File: config.mk
export PLATFORM = sky130hd
export DESIGN_NAME = ir_pulse_tx
export DESIGN_NICKNAME = d
export VERILOG_FILES = /design/src/rtl/ir_tx_pkg.sv /design/src/rtl/ir_tx_fifo.sv /design/src/rtl/ir_tx_ticker.sv /design/src/rtl/ir_tx_carrier.sv /design/src/rtl/ir_pulse_tx.sv
export SDC_FILE = /design/constraint.sdc
export NUM_CORES = 1
export LEC_CHECK = 0
export CORE_ASPECT_RATIO = 0.5
export CORE_MARGIN = 5
export CORE_UTILIZATION = 40
export DETAILED_ROUTE_END_ITERATION = 8
export DONT_BUFFER_PORTS = 1
export SLEW_MARGIN = 20
export SYNTH_ARGS = -nofsm -noshare
export SYNTH_HDL_FRONTEND = slang
export SYNTH_HIERARCHICAL = 1
export SYNTH_SLANG_ARGS = --single-unit
File: constraint.sdc
create_clock -name clk -period 9.8 [get_ports clk]
set_input_delay 1.96 -clock clk [delete_from_list [all_inputs] [get_ports clk]]
set_output_delay 1.96 -clock clk [all_outputs]
set_load 0.05 [all_outputs]
File: src/rtl/ir_tx_pkg.sv
package ir_tx_pkg;

    localparam int DUR_W = 16;
    localparam int PH_W  = 4;

    typedef struct packed {
        logic             mark;
        logic [DUR_W-1:0] dur;
    } ir_rec_t;

    typedef enum logic {
        SVC_HALF_OR_LESS = 1'b0,
        SVC_ANY_DATA     = 1'b1
    } svc_mode_e;

    function automatic logic carrier_high(input logic [PH_W-1:0] phase,
                                          input logic [PH_W-1:0] duty);
        return phase <= duty;
    endfunction

    function automatic logic pin_drive(input logic busy, input logic mark,
                                       input logic mod_on, input logic swap,
                                       input logic hi, input logic inv);
        logic raw;
        if (!busy)       raw = 1'b0;
        else if (mod_on) raw = (mark ^ swap) & hi;
        else             raw = mark;
        return raw ^ inv;
    endfunction

endpackage

File: src/rtl/ir_tx_fifo.sv
module ir_tx_fifo
    import ir_tx_pkg::*;
#(
    parameter int DEPTH = 8,
    localparam int PTR_W = $clog2(DEPTH),
    localparam int LVL_W = $clog2(DEPTH + 1)
) (
    input  logic             clk,
    input  logic             rst,
    input  logic             push,
    input  ir_rec_t          din,
    input  logic             pop,
    output ir_rec_t          dout,
    output logic             empty,
    output logic             full,
    output logic [LVL_W-1:0] level
);
    localparam logic [LVL_W-1:0] FULL_LVL = LVL_W'(DEPTH);

    ir_rec_t          mem [DEPTH];
    logic [PTR_W-1:0] wptr, rptr;
    logic             do_push;

    assign empty   = (level == '0);
    assign full    = (level == FULL_LVL);
    assign do_push = push && !full;
    assign dout    = mem[rptr];

    always_ff @(posedge clk) begin
        if (do_push) mem[wptr] <= din;
    end

    always_ff @(posedge clk) begin
        if (rst) begin
            wptr  <= '0;
            rptr  <= '0;
            level <= '0;
        end else begin
            if (do_push) wptr <= wptr + PTR_W'(1);
            if (pop)     rptr <= rptr + PTR_W'(1);
            case ({do_push, pop})
                2'b10:   level <= level + LVL_W'(1);
                2'b01:   level <= level - LVL_W'(1);
                default: level <= level;
            endcase
        end
    end

    AST_FULL_DROPS_WRITE: assert property (@(posedge clk) disable iff (rst)
        (full && push && !pop) |=> full);
    AST_NO_UNDERFLOW: assert property (@(posedge clk) disable iff (rst)
        pop |-> !empty);

endmodule

File: src/rtl/ir_tx_ticker.sv
module ir_tx_ticker #(
    parameter int DIV_W = 16
) (
    input  logic             clk,
    input  logic             rst,
    input  logic             run,
    input  logic             restart,
    input  logic [DIV_W-1:0] div,
    output logic             tick
);
    logic [DIV_W-1:0] cnt;

    assign tick = run && (cnt == div);

    always_ff @(posedge clk) begin
        if (rst || !run || restart || tick) cnt <= '0;
        else                                cnt <= cnt + DIV_W'(1);
    end

endmodule

File: src/rtl/ir_tx_carrier.sv
module ir_tx_carrier
    import ir_tx_pkg::*;
(
    input  logic            clk,
    input  logic            rst,
    input  logic            tick,
    input  logic            restart,
    input  logic [PH_W-1:0] duty,
    output logic            hi
);
    logic [PH_W-1:0] phase;

    assign hi = carrier_high(phase, duty);

    always_ff @(posedge clk) begin
        if (rst || restart) phase <= '0;
        else if (tick)      phase <= phase + PH_W'(1);
    end

    AST_CARRIER_WRAP_HIGH: assert property (@(posedge clk) disable iff (rst)
        (tick && !restart && phase == '1) |=> hi);

endmodule

File: src/rtl/ir_pulse_tx.sv
module ir_pulse_tx
    import ir_tx_pkg::*;
#(
    parameter int DEPTH = 8,
    parameter int DIV_W = 16,
    localparam int LVL_W = $clog2(DEPTH + 1)
) (
    input  logic             clk,
    input  logic             rst,
    input  logic             tx_en,
    input  logic             mod_en,
    input  logic [DIV_W-1:0] clk_div,
    input  logic [PH_W-1:0]  duty,
    input  logic             burst_on_space,
    input  logic             pin_invert,
    input  logic             svc_on_any,
    input  logic             svc_irq_en,
    input  logic             wr_valid,
    input  logic             wr_mark,
    input  logic [DUR_W-1:0] wr_dur,
    output logic             wr_full,
    output logic             ir_out,
    output logic             busy,
    output logic             svc_req,
    output logic             irq
);
    localparam logic [LVL_W-1:0] HALF_LVL = LVL_W'(DEPTH / 2);

    ir_rec_t          wr_rec, head;
    logic             empty, tick, last_tick, load, carrier_hi;
    logic [LVL_W-1:0] level;
    logic [DUR_W-1:0] rem;
    logic             busy_q, mark_q;
    svc_mode_e        svc_mode;

    assign wr_rec    = '{mark: wr_mark, dur: wr_dur};
    assign last_tick = tick && (rem <= DUR_W'(1));
    assign load      = tx_en && !empty && (!busy_q || last_tick);

    ir_tx_fifo #(.DEPTH(DEPTH)) u_fifo (
        .clk(clk), .rst(rst), .push(wr_valid), .din(wr_rec), .pop(load),
        .dout(head), .empty(empty), .full(wr_full), .level(level)
    );

    ir_tx_ticker #(.DIV_W(DIV_W)) u_ticker (
        .clk(clk), .rst(rst), .run(busy_q), .restart(load),
        .div(clk_div), .tick(tick)
    );

    ir_tx_carrier u_carrier (
        .clk(clk), .rst(rst), .tick(tick), .restart(load),
        .duty(duty), .hi(carrier_hi)
    );

    always_ff @(posedge clk) begin
        if (rst) begin
            busy_q <= 1'b0;
            mark_q <= 1'b0;
            rem    <= '0;
        end else if (!tx_en) begin
            busy_q <= 1'b0;
            mark_q <= 1'b0;
        end else if (load) begin
            busy_q <= 1'b1;
            mark_q <= head.mark;
            rem    <= head.dur;
        end else if (last_tick) begin
            busy_q <= 1'b0;
            mark_q <= 1'b0;
        end else if (tick) begin
            rem    <= rem - DUR_W'(1);
        end
    end

    assign svc_mode = svc_mode_e'(svc_on_any);
    assign svc_req  = (svc_mode == SVC_ANY_DATA) ? (level != '0)
                                                 : (level <= HALF_LVL);
    assign irq      = svc_req && svc_irq_en;
    assign busy     = busy_q;
    assign ir_out   = pin_drive(busy_q, mark_q, mod_en, burst_on_space,
                                carrier_hi, pin_invert);

    AST_OFF_CLEARS_BUSY: assert property (@(posedge clk) disable iff (rst)
        !tx_en |=> !busy);
    AST_IDLE_PIN: assert property (@(posedge clk) disable iff (rst)
        !busy |-> (ir_out == pin_invert));
    AST_REM_HOLDS_BETWEEN_TICKS: assert property (@(posedge clk) disable iff (rst)
        (busy && !tick && tx_en) |=> $stable(rem));

endmodule

### Word level (Yosys, flattened, before mapping)

Memory sizes are Yosys's and may differ from the RTL's. A register that Yosys moved wholly into a read port is not among the register bits.
Index checks and enable logic that the tools add are counted.
W data, S select, Z words.

| cells by class | value |
|---|---|
| equal/unequal tests | 5 |
| $add $sub $neg | 7 |
| mux-type cells | 14 |
| bitwise operators | 4 |
| reductions and logical operators | 21 |
| order comparisons | 3 |

Operators with widths:

| operator | number |
|---|---|
| $mux W16 | 3 |
| $add A16 B1 Y16 const B | 1 |
| $eq A16 B16 Y1 | 1 |
| $le A16 B1 Y1 const B | 1 |
| $sub A16 B1 Y16 const B | 1 |
| $add A4 B1 Y4 const B | 2 |
| $mux W1 | 8 |
| $pmux W4 S2 | 1 |
| $add A3 B1 Y3 const B | 2 |
| $logic_and A1 B1 Y1 | 6 |
| $mux W3 | 2 |
| $reduce_bool A2 Y1 | 3 |
| $logic_or A1 B1 Y1 | 5 |
| $eq A4 B4 Y1 const B | 1 |
| $le A4 B3 Y1 const B | 1 |
| $le A4 B4 Y1 | 1 |
| $logic_not A4 Y1 | 1 |
| $reduce_bool A4 Y1 | 1 |
| $sub A4 B1 Y4 const B | 1 |
| $logic_not A1 Y1 | 3 |
| $reduce_and A3 Y1 | 1 |
| $eq A2 B1 Y1 const B | 1 |
| $eq A2 B2 Y1 const B | 1 |
| $ne A2 B1 Y1 const B | 1 |
| 4 further kinds | 5 |

| word-level totals | value |
|---|---|
| bits in writable memories | 136 |
| output and inout port bits | 5 |
| memories kept | 1 |
| bits of input ports | 46 |
| bits in registers | 48 |

Memories:

| memory | words | width | read ports | clocked after Yosys merged registers in | write ports | RTL line | text |
|---|---|---|---|---|---|---|---|
| u_fifo.mem | 8 | 17 | 1 | 1 | 1 | ir_tx_fifo.sv:20 | `ir_rec_t mem [DEPTH];` |

### Longest topological paths before layout

Gate-level depths: netlist (run 1).

| logic depth | value |
|---|---|
| word-level depth | 7 |
| depth in mapped cells | 17 |
| depth with buffers taken out | 14 |

### Modules after synthesis

The synthesis (run 1) kept the hierarchy.

By module, submodules not included:

| module | area an instance (µm²) | times used | cells each |
|---|---|---|---|
| ir_tx_fifo | 5,831.8 | 1 | 269 |
| ir_pulse_tx | 1,287.5 | 1 | 155 |
| ir_tx_ticker | 925.9 | 1 | 101 |
| ir_tx_carrier | 275.3 | 1 | 28 |

### Worst setup path before layout (run 1)

Ideal clock, no wire load.

| timing | value |
|---|---|
| path type | input port to output port |
| start | in duty[1] |
| end | out ir_out |
| data arrival time | 3,918 ps |
| setup slack | 3,922 ps |
| stages | 9 |
| buffers on the path | 0 |
| path through | inv_1 -> ha_1 -> nor2b_1 -> o211a_1 -> o21ai_1 -> nand2b_1 -> a21boi_0 -> o21ai_0 -> xnor2_1 |

| between the ends | value |
|---|---|
| word-level cells in the longest chain between the ends | 5 |

RTL lines:

| item | RTL line | text |
|---|---|---|
| from (decl) | ir_pulse_tx.sv:13 | `input logic [PH_W-1:0] duty,` |
| $le A4 B4 Y1 | ir_tx_pkg.sv:18 | `return phase <= duty;` |
| via carrier_hi | ir_pulse_tx.sv:30 | `logic empty, tick, last_tick, load, carrier_hi;` |
| $and A1 B1 Y1 | ir_tx_pkg.sv:26 | `else if (mod_on) raw = (mark ^ swap) & hi;` |
| $mux W1 | ir_tx_pkg.sv:26 |  |
| $mux W1 | ir_tx_pkg.sv:25 | `if (!busy) raw = 1'b0;` |
| $xor A1 B1 Y1 | ir_tx_pkg.sv:28 | `return raw ^ inv;` |
| to (decl) | ir_pulse_tx.sv:22 | `output logic ir_out,` |

The timed path passes the listed nets, and every way through them passes these cells.

### Worst setup path after layout (run 1)

Same ends and word-level chain as after synthesis.

==> parameters.txt, run 1 <==
Parameter                              Value

CTS
  Clock transition time at the flip-flop clock pins of the worst setup and hold paths    around 0.07 ns
  Clk Latency, worst-skew pair    ~0.43 ns
  Library cell used as clock root buffer    clkbuf_16
  Depth of the CTS H-tree    4
  Number of CTS-inserted buffers    17
  # resized after CTS    0
  Worst-case clock buffer depth    2
  CTS tree    built
  Number of setup buffers added after CTS    0
  Count of hold-fix buffers inserted at cts    0
  Number of clock sinks    about 190

Synthesis
  Synth unique cells    65
  Post-synthesis instance area    8320 um^2
  Syn. warnings    6
  Proportion of register bits with asynchronous set or reset after synthesis    0%
  Synth Area per Inst    15.0 um^2
  Post-synthesis instance total    roughly 550
  Number of enable-type register cells in the synthesized netlist    roughly 140
  Sequential fraction of the synthesis area    61.4%
  FF+latch count, synth    187
  Total nets after synthesis    ~610
  Post-synth top flop    edfxtp_1

Global routing
  Fraction of met1 tracks used by global routing    approximately a fifth
  Antenna violations before repair    0
  Wire length of the first global-routing pass    25800 um
  Global Route met3 Usage    under 10%
  Overall fraction of global-route tracks in use    around 14%
  Top Usage Layer GRT    met2
  Sum of overflow across all layers after global routing    0
  Met2 capacity usage during global routing    between 20% and 30%
  Largest net degree at the start of global routing    35
  Vias in the first global route    between 4000 and 5000

Flow run
  Max cap viols    0

Worst hold path
  Number of stages on the worst hold path    2
  HP Class    reg2reg
  Source of the worst hold timing path    u_fifo/wptr[0]
  Hold EP    u_fifo/wptr[0]

Timing
  Maximum frequency from static timing analysis    about 170 MHz
  Worst hold slack    between 0.4 and 0.5 ns
  Sum Neg Setup Slack    0 ns
  RSZ-0062 raised after global routing    no
  Number of failing setup endpoints in the final timing report    0
  Transition time at the pin with the least slew margin    between 1 and 1.5 ns
  Final min period    5.99 ns
  Relative slew margins    a little over a quarter
  Final Hold Violating Endpoints    0
  Clock skew after layout    between 0.009 and 0.01 ns
  Slew Limit Fails    0
  Period Utilization, post-route    between 60% and 70%

Critical path
  Required time at the endpoint of the critical path    roughly 7.8 ns
  CP arrival    a little over 4 ns
  Number of buffers and inverters on the critical path    1
  Cells along the critical path    inv_1, ha_1, nor2b_1, o211a_1, o21ai_1, nand2b_1, a21boi_0, o21ai_0, xnor2_1
  CP max stage cell    xnor2_1
  Crit end category    output port
  Crit Reg-Reg Startpoint    u_ticker/cnt[0]
  Max FO, Critical Path    2
  Flop-to-flop setup slack    roughly 6.0 ns
  Cell family with most CP delay    XOR/XNOR gates
  Start-to-end type of the worst setup path    in2out
  End of the worst register-to-register path    u_fifo/level[3]
  Number of cell instances on the worst register-to-register path    13
  Instance count on the critical path    9
  Slowest Stage Delay on Critical Path    0.90 ns
  Critical Path Start Type    input pin

Detailed routing
  TritonRoute pass-1 iters    4
  DRT iter0 DRCs    roughly 300
  Final routed wire length divided by cell count    ~19 um
  Post-route DRC violation count    0
  Number of antenna-violating nets in the routed design    0
  Average vias per placed instance    ~5.3
  Total number of vias    4526
  Post-detailed-routing wire length    between 15000 and 20000 um

Pwr
  Power density relative to cell area    approximately 250 nW/um^2
  Leakage Power    2.99 nW
  Total design power    ~2.3 mW
  Highest ir drop seen on vdd    between 0.1 and 0.15 mV

Final layout
  Number of nets in the final layout    between 600 and 700
  Area of all placed cells without fillers    around 9200 um^2
  Relative area change from synthesis to final layout    10.6%
  Fraction of layout instances using a drive strength above 1    between 10% and 20%
  Number of filler instances in the final layout    between 1500 and 2000
  Inserted Diodes    0

Placed design
  Placed cell area    roughly 8600 um^2
  Port buffer count    0
  Routability congestion estimate from global placement    roughly 0.86
  HPWL reported at the end of detailed placement    around 10000 um

Die
  Count of standard-cell rows    37
  Die span in y    between 100 and 150 um
  Chip width    approximately 210 um
  Die Outline Area    ~24000 um^2
  Core ar.    just over 20000 um^2
  Effective utilization at floorplan    between 40% and 50%
  Top-Level Pins    slightly above 50

Status
  Run status    finished, final reports clean
==> worst register-to-register path: stages, from the launching register on <==
cell and delay (ns):
dfxtp_1 0.45, xnor2_1 0.16, nand4_1 0.12, nor4_1 0.31, and3_1 0.20, buf_4 0.33
and3_1 0.24, a21oi_2 0.06, buf_4 0.23, inv_2 0.32, ha_1 0.37, or3_1 0.40
o32ai_1 0.15, mux2_2 0.36
==> layout make-up <==
class / count / area (um^2) / area share, %
Clock inverter: 14 / 129 / 1.40
Inverter: 14 / 52.6 / 0.571
Multi-Input combinational cell: 333 / 3040 / 33.1
Clock buffer: 18 / 429 / 4.67
Tap cell: 273 / 342 / 3.71
Sequential cell: 187 / 5110 / 55.5
Timing Repair Buffer: 13 / 97.6 / 1.06
==> per-stage QoR <==
step	utilization, %	instances	setup slack, ns
5_1_grt	44.9	852	3.59
4_1_cts	44.9	852	3.77
3_3_place_gp	42.1	820	3.81
2_1_floorplan	-	553	3.92
3_5_place_dp	42.1	820	3.78
6_report	44.9	852	3.81
==> how the worst max path moves through the flow <==
stage	from	end	slack, ns
4_1_cts	duty[1]	ir_out	3.77
2_1_floorplan	duty[1]	ir_out	3.92
3_3_place_gp	duty[1]	ir_out	3.81
3_5_place_dp	duty[1]	ir_out	3.78
5_1_grt	duty[1]	ir_out	3.59
6_report	duty[1]	ir_out	3.81
==> flip-flops by register name, summed over array words and instances (netlist names), named ones only <==
signal	cells
busy	1
mark_q	1
rem	16
u_carrier/phase	4
u_fifo/level	4
u_fifo/mem	136
u_fifo/rptr	3
u_fifo/wptr	3
u_ticker/cnt	16
==> cell usage in the layout (no fill, tap or decap), types with 13 or more instances in the layout <==
cell type,instances
mux4_1,24
inv_1,13
edfxtp_1,136
ha_1,13
nor2_1,31
nor3_2,13
nand2_1,22
nor3_1,13
dfxtp_1,50
mux2_2,18
nand3_1,14
buf_4,13
clkbuf_16,17
xor2_1,13
a21oi_1,15
xnor2_1,34
==> per-layer routing <==
| layer | share of wire, % | vias up | routed length [um] |
|---|---|---|---|
| met1 | 49 | 2264 | 7930 |
| met2 | 46 | 61 | 7570 |
| met4 | 0.89 | 0 | 146 |
| met5 | 0 | - | 0 |
| met3 | 4.2 | 14 | 692 |
| li1 | - | 2187 | - |
==> Yosys cell counts (3+ instances only) <==
| cell | n | area, um^2 |
|---|---|---|
| mux4_1 | 24 | 631 |
| xnor2_1 | 34 | 298 |
| clkbuf_1 | 8 | 30.0 |
| mux2i_1 | 5 | 50.1 |
| nor3_1 | 15 | 75.1 |
| nor4_1 | 10 | 62.6 |
| dfxtp_1 | 51 | 1020 |
| ha_1 | 13 | 163 |
| inv_1 | 13 | 48.8 |
| buf_6 | 7 | 78.8 |
| or4_4 | 3 | 33.8 |
| nor2_1 | 31 | 116 |
| a211oi_1 | 4 | 30.0 |
| xor2_1 | 13 | 114 |
| and3_1 | 8 | 50.1 |
| edfxtp_1 | 136 | 4080 |
| nand2b_1 | 4 | 25.0 |
| mux2_2 | 18 | 203 |
| a31oi_1 | 6 | 37.5 |
| or2_2 | 4 | 25.0 |
| nand4_1 | 7 | 43.8 |
| o21ai_0 | 4 | 20.0 |
| nor3_2 | 11 | 110 |
| mux4_2 | 10 | 225 |
| o21ai_1 | 9 | 45.0 |
| nand2_1 | 22 | 82.6 |
| nor2b_1 | 7 | 43.8 |
| nand3_1 | 14 | 70.1 |
| and2_1 | 3 | 18.8 |
| a21oi_1 | 15 | 75.1 |
| a31o_1 | 3 | 26.3 |
==> where the power goes <==
part           switching (mW)  total [mW]  internal (mW)
Clock                   0.316       0.651          0.336
Sequential             0.0652       0.983          0.918
Combinational           0.370       0.646          0.276
==> kinds of logic (layout without fill, tap and decap cells) <==
kind of cell | after synthesis | in the layout | synth area share (%)
simple gates | 154 | 154 | 11.1
mux | 57 | 57 | 13.3
buf+inv | 33 | 59 | 2.20
xor+xnor | 47 | 47 | 4.95
fa+ha+maj | 13 | 13 | 1.95
flops | 187 | 187 | 61.4
compound gates | 62 | 62 | 5.13
(Power assumes the default switching activity.)
==> inputs of run 2 (changes only) <==
Clock period 9.8 ns to 6 ns, I/O delays scaled along.
==> parameters.txt, run 2 (synthesis results as in run 1) <==
Parameter                              Value

CTS
  Number of clock sinks    187 (unchanged)
  CTS tree    built
  Count of hold-fix buffers inserted at cts    0 (unchanged)
  Depth of the CTS H-tree    4 (unchanged)
  # resized after CTS    0 (unchanged)
  Number of CTS-inserted buffers    17 (unchanged)
  Clk Latency, worst-skew pair    0.43 ns (about the same)
  Number of setup buffers added after CTS    0 (unchanged)
  Library cell used as clock root buffer    clkbuf_16
  Worst-case clock buffer depth    2 (unchanged)
  Clock transition time at the flip-flop clock pins of the worst setup and hold paths    0.07 ns (about the same)

Die
  Count of standard-cell rows    37 (unchanged)
  Die span in y    112 um (unchanged)
  Core ar.    20500 um^2 (unchanged)
  Effective utilization at floorplan    40.6% (unchanged)
  Top-Level Pins    51 (unchanged)
  Die Outline Area    24000 um^2 (unchanged)
  Chip width    214 um (unchanged)

Flow run
  Max cap viols    0 (unchanged)

Placed design
  Routability congestion estimate from global placement    0.856 (-0.21%)
  HPWL reported at the end of detailed placement    10300 um (+2.6%)
  Placed cells    822 (+0.24%)
  Port buffer count    0 (unchanged)

Pwr
  Power density relative to cell area    410 nW/um^2 (+65%)
  Combinational share of power    28.6% (+0.3 points)
  Highest ir drop seen on vdd    0.215 mV (+73%)
  Internal Power    2.57 mW (+68%)
  Clock share of power    29.3% (+0.7 points)
  Leakage Power    3.02 nW (+0.71%)
  Net switching fraction of the power    32.0% (-0.90 points)
  Sequential share of power    42.2% (-0.9 points)
  Sw power    1.21 mW (+61%)

Worst hold path
  Number of stages on the worst hold path    2 (unchanged)
  Source of the worst hold timing path    u_fifo/wptr[0]
  Hold EP    u_fifo/wptr[0]
  HP Class    reg2reg

Timing
  Number of failing setup endpoints in the final timing report    0 (unchanged)
  Clock skew after layout    0.00757 ns (-0.00210 ns)
  Final Hold Violating Endpoints    0 (unchanged)
  Maximum frequency from static timing analysis    between 200 and 250 MHz
  Sum Neg Setup Slack    0 ns (unchanged)
  Final min period    4.06 ns
  Period Utilization, post-route    about 68%
  RSZ-0062 raised after global routing    no
  Slew Limit Fails    0 (unchanged)
  Relative slew margins    25.0% (-1.7 points)
  Transition time at the pin with the least slew margin    1.13 ns (+0.0254 ns)

Final layout
  Most frequent standard cell in the layout excluding fill and tap cells    edfxtp_1
  FF/Latch Area    5110 um^2 (unchanged)
  Inserted Diodes    0 (unchanged)
  Max FFs per register    136 (unchanged)
  Relative area change from synthesis to final layout    10.9%
  Total area of multi-input combinational cells    3040 um^2 (unchanged)
  Top flop regs    u_fifo/mem x136, rem x16, u_ticker/cnt x16
  Highest-count cells in the layout ignoring fill and taps    136 x edfxtp_1, 50 x dfxtp_1, 34 x xnor2_1
  Number of nets in the final layout    627 (+0.32%)
  Non-filler instance count after layout    853 (+0.12%)
  Fraction of layout instances using a drive strength above 1    18.4% (-0.38 points)
  Number of filler instances in the final layout    1805 (+1.1%)
  Largest reg by FF count    u_fifo/mem

Detailed routing
  TritonRoute pass-1 iters    4 (unchanged)
  Total number of vias    4605 (+1.7%)
  Post-detailed-routing wire length    16600 um (+1.9%)
  Final routed wire length divided by cell count    19.5 um (+1.8%)
  Number of antenna-violating nets in the routed design    0 (unchanged)
  DRT iter0 DRCs    287 (-3.7%)
  Average vias per placed instance    5.40 (+1.6%)
  Post-route DRC violation count    0 (unchanged)

Critical path
  Crit end category    flip-flop
  Start-to-end type of the worst setup path    in2reg
  Cell family with most CP delay    simple AND/OR/NAND/NOR gates
  End of the worst register-to-register path    u_fifo/level[3]
  Required time at the endpoint of the critical path    6.32 ns (-1.52 ns)
  Number of cell instances on the worst register-to-register path    10 (-3)
  CP arrival    4.38 ns (+0.35 ns)
  CP max stage cell    or3_1
  Cells along the critical path    xnor2_1, nand4_1, nor4_1, and3_1, buf_4, and3_1, a21oi_2, buf_4, inv_2, ha_1, or3_1, o32ai_1, mux2_2
  Crit Reg-Reg Startpoint    u_fifo/level[0]
  Slowest Stage Delay on Critical Path    0.40 ns (-0.50 ns)
  Flop-to-flop setup slack    2.28 ns (-3.73 ns)
  Critical Path Start Type    input pin
  Number of buffers and inverters on the critical path    3 (+2)
  Max FO, Critical Path    26 (+24)

Global routing
  Antenna violations before repair    0 (unchanged)
  Vias in the first global route    4665 (+2.6%)
  Overall fraction of global-route tracks in use    14.4% (+0.50 points)
  Sum of overflow across all layers after global routing    0 (unchanged)
  Largest net degree at the start of global routing    35 (unchanged)
  Wire length of the first global-routing pass    26500 um (+2.8%)

Status
  Run status    finished, final reports clean
## run 2: metal layers
layer	part of all wire (%)	GRT usage [%]	up-vias	routed length [um]
met5	0	0	-	0
li1	-	-	2203	-
met3	5.9	4.37	14	984
met1	47	19.1	2288	7750
met4	1.2	4.59	0	197
met2	46	22.9	100	7720
## run 2: through the flow
| step | area [um^2] | util (%) | hold WS [ns] | power [mW] | setup slack, ns |
|---|---|---|---|---|---|
| finish | 9230 | 45.0 | 0.492 | 3.78 | 1.94 |
| floorplan | 8320 | - | 0.454 | 2.47 | 1.64 |
| CTS | 9230 | 45.0 | 0.496 | 3.81 | 1.97 |
| global placement | 8660 | 42.2 | 0.471 | 2.68 | 1.56 |
| detailed placement | 8660 | 42.2 | 0.485 | 2.70 | 1.51 |
| global route | 9230 | 45.0 | 0.538 | 3.99 | 1.67 |
## run 2: area by class of cell
class / count / area share [%]
Timing Repair Buffer: 15 / 1.22
Inverter: 14 / 0.570
Clock buffer: 18 / 4.65
Clock inverter: 13 / 1.52
Tap cell: 273 / 3.70
Sequential cell: 187 / 55.4
Multi-Input combinational cell: 333 / 33.0
## run 2: power groups by stage
stage | Clock, mW | Sequential (mW) | Combinational [mW]
floorplan | 0 | 1.60 | 0.864
global placement | 0 | 1.62 | 1.07
detailed placement | 0 | 1.62 | 1.07
CTS | 1.14 | 1.60 | 1.08
global route | 1.20 | 1.61 | 1.18
finish | 1.11 | 1.60 | 1.08
## run 2: worst min-delay path: cells and delay by family, from the launching register on
| family | cells | cell delay [ns] |
|---|---|---|
| AOI/OAI and AO/OA | 1 | 0.06 |
| DFF | 1 | 0.33 |
| and+or+nand+nor | 1 | 0.06 |
## run 2: how the worst max path moves through the flow
stage	from	endpoint	slack, ns	cells after the start
floorplan	duty[1]	ir_out	1.64	9
global placement	clk_div[11]	u_fifo/level[3]	1.56	13
detailed placement	clk_div[11]	u_fifo/level[3]	1.51	13
CTS	clk_div[11]	u_fifo/level[3]	1.97	13
global route	clk_div[11]	u_fifo/level[3]	1.67	13
finish	clk_div[11]	u_fifo/level[3]	1.94	13
